**config.mk**
```make
export PLATFORM = sky130hd
export DESIGN_NAME = psp_ctrl
export DESIGN_NICKNAME = d
export VERILOG_FILES = /design/src/rtl/psp_pkg.sv /design/src/rtl/psp_sync.sv /design/src/rtl/psp_ctl.sv /design/src/rtl/psp_lane.sv /design/src/rtl/psp_ctrl.sv
export SDC_FILE = /design/constraint.sdc
export NUM_CORES = 1
export LEC_CHECK = 0
export ABC_AREA = 1
export BUFFER_PORTS_ARGS = -buffer_cell sky130_fd_sc_hd__buf_2
export CAP_MARGIN = 20
export CORE_UTILIZATION = 41
export CTS_CLUSTER_SIZE = 8
export DETAILED_ROUTE_END_ITERATION = 10
export PLACE_DENSITY_LB_ADDON = 0.05
export REMOVE_ABC_BUFFERS = 1
export SYNTH_ARGS = -nofsm -noshare
export SYNTH_HDL_FRONTEND = slang
export SYNTH_SLANG_ARGS = --single-unit
```
**constraint.sdc**
```tcl
create_clock -name clk -period 0.92 [get_ports clk]
set_clock_uncertainty 0.05 [all_clocks]
set_input_delay 0.092 -clock clk [delete_from_list [all_inputs] [get_ports clk]]
set_output_delay 0.092 -clock clk [all_outputs]
set_load 0.02 [all_outputs]
```
**src/rtl/psp_pkg.sv**
```systemverilog
// Package: shared constants and types for the parallel slave port.
// Assumes byte-wide lanes; lane count is a parameter of the users.
package psp_pkg;
    localparam int BYTE_W = 8;

    typedef enum logic {
        XFER_MASTER_WR = 1'b0,
        XFER_MASTER_RD = 1'b1
    } xfer_dir_e;
endpackage

```
**src/rtl/psp_sync.sv**
```systemverilog
// Module: multi-stage synchronizer for one asynchronous input.
// Assumes STAGES >= 2. Resets to 0 (the "asserted" level of chip select),
// so an input held low through reset is not mistaken for a new edge.
module psp_sync #(
    parameter int STAGES = 2
) (
    input  logic clk,
    input  logic rst_n,
    input  logic d_i,
    output logic q_o
);
    logic [STAGES-1:0] chain;

    // Shift the asynchronous input through the flip-flop chain.
    always_ff @(posedge clk) begin
        if (!rst_n) chain <= '0;
        else        chain <= {chain[STAGES-2:0], d_i};
    end

    assign q_o = chain[STAGES-1];
endmodule

```
**src/rtl/psp_ctl.sv**
```systemverilog
// Module: configuration register, transfer start detection and wait state.
// Assumes synchronized chip select and direction inputs. Configuration layout:
// [LANES-1:0] lane enables, [LANES] wait enable, [LANES+1] ready (write 1,
// reads 0), [LANES+2] sticky start flag (write 1 to clear).
module psp_ctl #(
    parameter int LANES = 2,
    localparam int HOLD_BIT = LANES,
    localparam int RDY_BIT  = LANES + 1,
    localparam int FLAG_BIT = LANES + 2,
    localparam int CFG_W    = LANES + 3
) (
    input  logic             clk,
    input  logic             rst_n,
    input  logic             cs_s_i,
    input  logic             rw_s_i,
    input  logic             cfg_we_i,
    input  logic [CFG_W-1:0] cfg_wdata_i,
    output logic [CFG_W-1:0] cfg_rdata_o,
    output logic [LANES-1:0] lane_en_o,
    output logic             hold_en_o,
    output logic             hold_pend_o,
    output logic             active_o,
    output logic             start_o,
    output logic             xfer_rd_o
);
    import psp_pkg::*;

    logic      cs_prev;
    logic      fall;
    logic      rdy_wr;
    logic      clr_wr;
    logic      flag;
    xfer_dir_e dir_q;

    assign fall   = cs_prev & ~cs_s_i;
    assign rdy_wr = cfg_we_i & cfg_wdata_i[RDY_BIT];
    assign clr_wr = cfg_we_i & cfg_wdata_i[FLAG_BIT];

    // Remember the previous synchronized chip select for edge detection.
    always_ff @(posedge clk) begin
        if (!rst_n) cs_prev <= 1'b0;
        else        cs_prev <= cs_s_i;
    end

    // Software-written enables; they double as direction overrides.
    always_ff @(posedge clk) begin
        if (!rst_n) begin
            lane_en_o <= '0;
            hold_en_o <= 1'b0;
        end else if (cfg_we_i) begin
            lane_en_o <= cfg_wdata_i[LANES-1:0];
            hold_en_o <= cfg_wdata_i[HOLD_BIT];
        end
    end

    // Wait pending: armed at a start, released only by the ready bit.
    always_ff @(posedge clk) begin
        if (!rst_n)                  hold_pend_o <= 1'b0;
        else if (fall && hold_en_o)  hold_pend_o <= 1'b1;
        else if (rdy_wr)             hold_pend_o <= 1'b0;
    end

    // Sticky start flag, a start wins over a simultaneous clear.
    always_ff @(posedge clk) begin
        if (!rst_n)      flag <= 1'b0;
        else if (fall)   flag <= 1'b1;
        else if (clr_wr) flag <= 1'b0;
    end

    // Transfer window and its direction, opened at a start, closed by chip select high.
    always_ff @(posedge clk) begin
        if (!rst_n) begin
            active_o <= 1'b0;
            dir_q    <= XFER_MASTER_WR;
        end else if (fall) begin
            active_o <= 1'b1;
            dir_q    <= xfer_dir_e'(rw_s_i);
        end else if (cs_s_i) begin
            active_o <= 1'b0;
        end
    end

    assign start_o   = fall;
    assign xfer_rd_o = (dir_q == XFER_MASTER_RD);

    // Read-back view: ready bit always reads as 0.
    always_comb begin
        cfg_rdata_o                 = '0;
        cfg_rdata_o[LANES-1:0]      = lane_en_o;
        cfg_rdata_o[HOLD_BIT]       = hold_en_o;
        cfg_rdata_o[RDY_BIT]        = 1'b0;
        cfg_rdata_o[FLAG_BIT]       = flag;
    end


    start_one_cycle_chk: assert property (@(posedge clk) disable iff (!rst_n)
        start_o |=> !start_o);

    start_sets_flag_chk: assert property (@(posedge clk) disable iff (!rst_n)
        start_o |=> cfg_rdata_o[FLAG_BIT]);

    start_arms_hold_chk: assert property (@(posedge clk) disable iff (!rst_n)
        (start_o && hold_en_o) |=> hold_pend_o);

    idle_ready_noop_chk: assert property (@(posedge clk) disable iff (!rst_n)
        (!hold_pend_o && rdy_wr && !start_o) |=> !hold_pend_o);

    enables_hold_chk: assert property (@(posedge clk) disable iff (!rst_n)
        !cfg_we_i |=> $stable(lane_en_o) && $stable(hold_en_o));
endmodule

```
**src/rtl/psp_lane.sv**
```systemverilog
// Module: one byte lane: capture from the master and pad output enable.
// Assumes the master keeps its data stable while chip select is low.
module psp_lane #(
    parameter int W = psp_pkg::BYTE_W
) (
    input  logic         clk,
    input  logic         rst_n,
    input  logic         en_i,
    input  logic         cap_i,
    input  logic         drive_i,
    input  logic [W-1:0] pad_i,
    output logic [W-1:0] rx_o,
    output logic         oe_o
);
    // Load pad data during an accepted master write on an enabled lane.
    always_ff @(posedge clk) begin
        if (!rst_n)             rx_o <= '0;
        else if (cap_i && en_i) rx_o <= pad_i;
    end

    assign oe_o = en_i & drive_i;


    lane_holds_chk: assert property (@(posedge clk) disable iff (!rst_n)
        !(cap_i && en_i) |=> $stable(rx_o));
endmodule

```
**src/rtl/psp_ctrl.sv**
```systemverilog
// Module: parallel slave port top. Synchronizes master controls, holds the
// transmit data, instantiates one psp_lane per byte lane and forms the
// open-drain wait enable. Assumes pads apply lane_oe_o / hold_oe_o directly.
module psp_ctrl #(
    parameter int LANES = 2,
    parameter int SYNC  = 2,
    localparam int W     = psp_pkg::BYTE_W,
    localparam int DW    = LANES * W,
    localparam int CFG_W = LANES + 3
) (
    input  logic             clk,
    input  logic             rst_n,
    input  logic             cs_n_i,
    input  logic             rw_i,
    input  logic [DW-1:0]    lane_i,
    output logic [DW-1:0]    lane_o,
    output logic [LANES-1:0] lane_oe_o,
    output logic             hold_oe_o,
    output logic [LANES-1:0] dir_ovr_o,
    output logic             hold_dir_o,
    input  logic             cfg_we_i,
    input  logic [CFG_W-1:0] cfg_wdata_i,
    output logic [CFG_W-1:0] cfg_rdata_o,
    input  logic             txd_we_i,
    input  logic [DW-1:0]    txd_i,
    output logic [DW-1:0]    rxd_o,
    output logic             start_o,
    output logic             xfer_rd_o
);
    logic             cs_s, rw_s;
    logic [LANES-1:0] lane_en;
    logic             hold_en, hold_pend, active;
    logic             cap, drive;
    logic [DW-1:0]    txd_q;

    psp_sync #(.STAGES(SYNC)) u_cs_sync (.clk(clk), .rst_n(rst_n), .d_i(cs_n_i), .q_o(cs_s));
    psp_sync #(.STAGES(SYNC)) u_rw_sync (.clk(clk), .rst_n(rst_n), .d_i(rw_i),   .q_o(rw_s));

    psp_ctl #(.LANES(LANES)) u_ctl (
        .clk(clk), .rst_n(rst_n), .cs_s_i(cs_s), .rw_s_i(rw_s),
        .cfg_we_i(cfg_we_i), .cfg_wdata_i(cfg_wdata_i), .cfg_rdata_o(cfg_rdata_o),
        .lane_en_o(lane_en), .hold_en_o(hold_en), .hold_pend_o(hold_pend),
        .active_o(active), .start_o(start_o), .xfer_rd_o(xfer_rd_o)
    );

    // Transmit data written by software for master reads.
    always_ff @(posedge clk) begin
        if (!rst_n)        txd_q <= '0;
        else if (txd_we_i) txd_q <= txd_i;
    end

    assign cap   = active & ~cs_s & ~rw_s;
    assign drive = ~cs_n_i & rw_i;

    for (genvar g = 0; g < LANES; g++) begin : g_lane
        psp_lane #(.W(W)) u_lane (
            .clk(clk), .rst_n(rst_n), .en_i(lane_en[g]), .cap_i(cap), .drive_i(drive),
            .pad_i(lane_i[g*W +: W]), .rx_o(rxd_o[g*W +: W]), .oe_o(lane_oe_o[g])
        );
    end

    assign lane_o     = txd_q;
    assign dir_ovr_o  = lane_en;
    assign hold_dir_o = hold_en;
    assign hold_oe_o  = hold_en & hold_pend & ~cs_n_i;


    hold_float_chk: assert property (@(posedge clk) disable iff (!rst_n)
        hold_oe_o |-> !cs_n_i);

    lane_drive_chk: assert property (@(posedge clk) disable iff (!rst_n)
        (|lane_oe_o) |-> (rw_i && !cs_n_i));
endmodule

```
=== Yosys cells after proc, flatten, opt, wreduce, memory -nomap -nowiden ===
Cells that the tools add are included.

* Register bits: 44
* Bits of input ports: 43
* Output and inout bits: 45
* Word-level logic and storage cells: 37

* Muxes and demuxes: 6
* Bitwise operators: 13
* Reduce and logical (&&, ||, !) cells: 6

{| class="wikitable"
|+ Operators with widths
! cell !! number
|-
| 1-bit AND || 10
|-
| 1-bit 2-to-1 mux || 6
|-
| 2-bit nonzero test || 3
|-
| 1-bit logical AND || 3
|-
| 1-bit NOT || 3
|}

=== Depth between registers and ports, before layout ===
* Word-level depth: 4
* Gate-level depth with buffers: 6
* Mapped depth without buffers: 5

=== Cells and area by module ===
From an unflattened synthesis, not the netlist that was laid out.

* Cells, all modules: 269
* Area, all modules: 1818.0 um2

{| class="wikitable"
|+ By module, submodules not included
! module !! instances !! cells an instance !! area each (um2) !! sequential area each (um2)
|-
| psp_ctrl || 1 || 106 || 696.9 || 320.3
|-
| psp_lane || 2 || 53 || 340.3 || 160.2
|-
| psp_ctl || 1 || 45 || 330.3 || 160.2
|-
| psp_sync || 2 || 6 || 55.1 || 40.0
|}

=== Worst setup path after synthesis ===
Ideal clock, no wire load.

* Path kind: register to output
* Start: register u_ctl.lane_en_o[1]
* End: output lane_oe_o[1]
* Arrival: 904 ps
* Required time: 778 ps
* Path slack: -126 ps
* Stages on the path, launching flop included: 5
* Path buffers: 2
* Cell sequence: dfxtp_1 > buf_2 > inv_1 > nor3_1 > buf_4

* Word-level cells in the longest chain between the ends: 1

{| class="wikitable"
|+ RTL lines
! item !! line !! text
|-
| from (decl) || psp_ctl.sv:19 || <nowiki>output logic [LANES-1:0] lane_en_o,</nowiki>
|-
| from (signal assigned) || psp_ctl.sv:51 || <nowiki>lane_en_o <= cfg_wdata_i[LANES-1:0];</nowiki>
|-
| 1-bit AND || psp_lane.sv:21 || <nowiki>assign oe_o = en_i & drive_i;</nowiki>
|-
| to (decl) || psp_ctrl.sv:17 || <nowiki>output logic [LANES-1:0] lane_oe_o,</nowiki>
|}

Every way passes these cells.

=== Final worst setup path ===
* Start: register u_cs_sync.chain[1]
* End: output start_o

* Word-level cells in the longest chain between the ends: 2

{| class="wikitable"
|+ RTL lines
! item !! line !! text
|-
| from (decl) || psp_sync.sv:12 || <nowiki>logic [STAGES-1:0] chain;</nowiki>
|-
| from (signal assigned) || psp_sync.sv:17 || <nowiki>else chain <= {chain[STAGES-2:0], d_i};</nowiki>
|-
| 1-bit NOT || psp_ctl.sv:35 || <nowiki>assign fall = cs_prev & ~cs_s_i;</nowiki>
|-
| 1-bit AND || psp_ctl.sv:35 ||
|-
| to (decl) || psp_ctrl.sv:27 || <nowiki>output logic start_o,</nowiki>
|}

Every way passes these cells.

==> impl_results.rst <==
.. list-table::
   :header-rows: 1

   * - Metric
     - Value
   * - Gate count of the mapped netlist
     - 238
   * - Finished Layout Cells
     - 402
   * - Time the worst path needs with I/O delays and setup
     - 1.09 ns
   * - Clock Latency Late Sink
     - 0.29 ns
   * - Worst Hold Class
     - input port to flop
   * - DP Worst Slack
     - -0.143 ns
   * - Chip Height
     - between 60 and 70 um
   * - Pins Over Slew Limit
     - 0
   * - Worst r2r path cells
     - 5
   * - Switching Share
     - 0.261
   * - Number of remaining DRC errors
     - 0
   * - R2r setup slk
     - -0.15 ns
   * - Detailed-route wire length
     - roughly 4900 um
   * - Number of maximum-capacitance constraint violations
     - 0
   * - Area added between synthesis and finish
     - 68.7%
   * - Clock tree sinks
     - 44
   * - Flip-flop and latch count after synthesis
     - 44
   * - Register area share after synthesis
     - 0.496
   * - Number of primary I/O pins
     - 88
   * - Arrival time of the worst setup path
     - 0.95 ns
   * - Routed length per placed instance
     - 12.2 um
   * - Capturing element type of the critical path
     - primary output
   * - Clock transition at the registers of the reported paths
     - 0.08 ns
   * - Placed instance count
     - between 300 and 400
   * - Tightest hold margin
     - 0.0115 ns
   * - End of the worst register-to-register path
     - g_lane[0].u_lane.rx_o[1]
   * - Syn Std Cell Area
     - 1770 um^2
   * - Number of placement rows
     - 23
   * - Setup ws final
     - -0.174 ns
   * - Int Pwr
     - 3.00 mW
   * - Die Area
     - 4590 um^2
   * - RSZ-0062 raised after global routing
     - true
   * - Max IR drop VDD
     - about 0.84 mV
   * - Pin count of the biggest net entering global routing
     - 24
   * - Type of the worst setup path
     - flop to primary output
   * - Final cycle utilization of the critical path
     - 1.19
   * - Hold violation total from the final report
     - 0
   * - Crit Reg-Reg Startpoint
     - u_cs_sync.chain[1]
   * - Total vias in the final route
     - between 1500 and 2000
   * - CTS H-Tree Depth
     - 2
   * - Result of the run
     - finished, violations left
   * - Highest clock rate
     - between 900 and 1000 MHz
   * - Primary flip-flop cell chosen by synthesis mapping
     - sky130_fd_sc_hd__dfxtp_1
   * - Number of inserted diodes
     - 0
   * - Post-layout util
     - 0.732
   * - Number of optimization iterations in the first detailed-route pass
     - 4
   * - First-pass GRT wire length
     - ~7300 um
   * - Buffer depth of the longest clock path
     - 2
   * - Relative contribution of combinational cells to total power
     - 0.191
   * - Syn_area_per_cell
     - 7.45 um^2
   * - Share of the synthesized area in the top cell type
     - 0.496
   * - Number of buffers inserted by port buffering
     - 86
   * - TritonCTS clock tree
     - built
   * - Portion of total power attributed to the clock network
     - 0.304
   * - Top cells by area in the synthesized netlist
     - sky130_fd_sc_hd__dfxtp_1 (50%), sky130_fd_sc_hd__nor2_1 (15%), sky130_fd_sc_hd__inv_1 (6.1%)
   * - Number of global-route vias before repair
     - 1666
   * - Cell type with the highest aggregate area in the netlist
     - sky130_fd_sc_hd__dfxtp_1
   * - CTS root buffer
     - sky130_fd_sc_hd__clkbuf_8
   * - Ratio of routed vias to standard cells
     - between 4 and 5
   * - Launching instance or port of the critical path
     - u_cs_sync.chain[1]
   * - Count of antenna-violating nets left after detailed routing
     - 0
   * - Effective utilization at floorplan
     - 0.434
   * - Global route overflow
     - 0
   * - Library cell with the highest instance count after synthesis
     - sky130_fd_sc_hd__nor2_1
   * - Final sum of negative setup slack
     - -2.84 ns
   * - Final-stage net count
     - 394
   * - Cell leakage power
     - around 1.5 nW
   * - Cell types with the highest counts after synthesis
     - sky130_fd_sc_hd__nor2_1 (69), sky130_fd_sc_hd__dfxtp_1 (44), sky130_fd_sc_hd__inv_1 (29), sky130_fd_sc_hd__nand2_1 (25), sky130_fd_sc_hd__o21ai_0 (20)
   * - Launching element type of the critical path
     - flop
   * - Critical path fanouts, max
     - 4
   * - Number of library cell types mapped by synthesis
     - 20
   * - Antenna violations before repair
     - 0
   * - Core area
     - 4090 um^2
   * - Portion of total power attributed to sequential cells
     - 0.505
   * - Worst setup path endpoint
     - start_o
   * - GRT Util Overall
     - 0.217
   * - Switching pwr
     - 1.06 mW
   * - Layout cells sized above 1
     - 0.491
   * - Power per unit of standard cell area
     - 1360 nW/um^2
   * - Critical path required time
     - 0.78 ns
   * - Die width
     - 67.8 um
   * - Failing checks
     - negative setup slack
   * - Final setup violation count
     - 29
   * - HPWL after detailed placement
     - slightly below 3000 um
   * - YS warnings
     - 0
   * - GPL Wtd Cong
     - 0.723
   * - Number of synthesized flops with an enable pin
     - 0
   * - Fraction of registers with async set or reset after synthesis
     - 0
   * - Number of CTS-inserted buffers
     - 5
   * - Detailed Route Iter0 Violations
     - 85
[area by class of cell]
| cell class | instances | area, um^2 |
|---|---|---|
| Tap cell | 50 | 62.6 |
| Fill cell | 325 | 1090 |
| Clock buffer | 8 | 90.1 |
| Timing Repair Buffer | 125 | 1080 |
| Sequential cell | 44 | 935 |
| Inverter | 31 | 121 |
| Multi-Input combinational cell | 144 | 704 |
[critical path: stages, from the launching register on]
cell                      delay, ns
sky130_fd_sc_hd__dfxtp_4       0.38
sky130_fd_sc_hd__nor2_4        0.14
sky130_fd_sc_hd__buf_6         0.14
[cell usage in the layout, fill, tap and decap left out, drive strengths merged, types with 2 or more instances in the layout]
| cell type | synthesis | routed |
|---|---|---|
| a21oi | 4 | 4 |
| buf | 16 | 107 |
| clkbuf | 3 | 8 |
| dfxtp | 44 | 44 |
| dlygate4sd3 | 0 | 18 |
| inv | 31 | 31 |
| nand2 | 25 | 25 |
| nand4 | 16 | 16 |
| nor2 | 73 | 73 |
| nor3 | 2 | 2 |
| o21ai | 20 | 20 |
[power by group through the flow]
stage	sequential, mW	combinational, mW	clock, mW
after global routing	2.06	0.841	1.35
after floorplan	2.17	0.159	0
final	2.05	0.776	1.24
after CTS	2.04	0.719	1.27
after global placement	2.06	0.546	0
after detailed placement	2.06	0.549	0
[per-layer routing]
metal	GRT usage	vias up	wire, um
li1	-	954	-
met1	0.252	859	2080
met5	0	-	0
met3	0.0709	2	305
met2	0.380	62	2520
met4	0.0547	0	6
[stage by stage]
step,instance area [um^2],power (mW)
finish,2990,4.07
global route,2990,4.25
CTS,2830,4.02
detailed placement,2260,2.61
global placement,2260,2.61
floorplan,1650,2.33
[how the worst min path moves through the flow]
stage | endpoint | slack (ns) | start | cells after the start
after floorplan | u_cs_sync.chain[0] | 0.14 | cs_n_i | 2
after global placement | u_rw_sync.chain[0] | 0.24 | rw_i | 3
after detailed placement | u_rw_sync.chain[0] | 0.24 | rw_i | 3
after CTS | u_cs_sync.chain[0] | -0.01 | cs_n_i | 3
after global routing | u_cs_sync.chain[0] | 0.01 | cs_n_i | 3
final | u_cs_sync.chain[0] | 0.01 | cs_n_i | 3
[sequential cells by signal, summed over array words and instances (netlist names)]
signal,count
lane_o,16
u_cs_sync.chain,2
u_ctl.active_o,1
u_ctl.hold_en_o,1
u_ctl.xfer_rd_o,1
g_lane.u_lane.rx_o,16
u_rw_sync.chain,2
u_ctl.cs_prev,1
u_ctl.flag,1
u_ctl.lane_en_o,2
u_ctl.hold_pend_o,1
[what timing repair did]
item | 4_1_cts | 5_1_grt
endpoints found under the hold margin | 19 | 0
setup buffers | 7 | 2
resized for setup | 102 | 51
hold buffers | 18 | 0
setup endpoints to repair | 64 | 58
pin swaps | 26 | 14
[kinds of logic (layout without fill, tap and decap cells)]
group | count (synthesis) | count (layout) | synth area share
buf+inv | 50 | 164 | 0.136
simple gates | 117 | 117 | 0.289
compound gates | 26 | 26 | 0.0762
other cells | 1 | 1 | 0.00211
flops | 44 | 44 | 0.496
No activity file was read; power rests on OpenSTA's default activity.
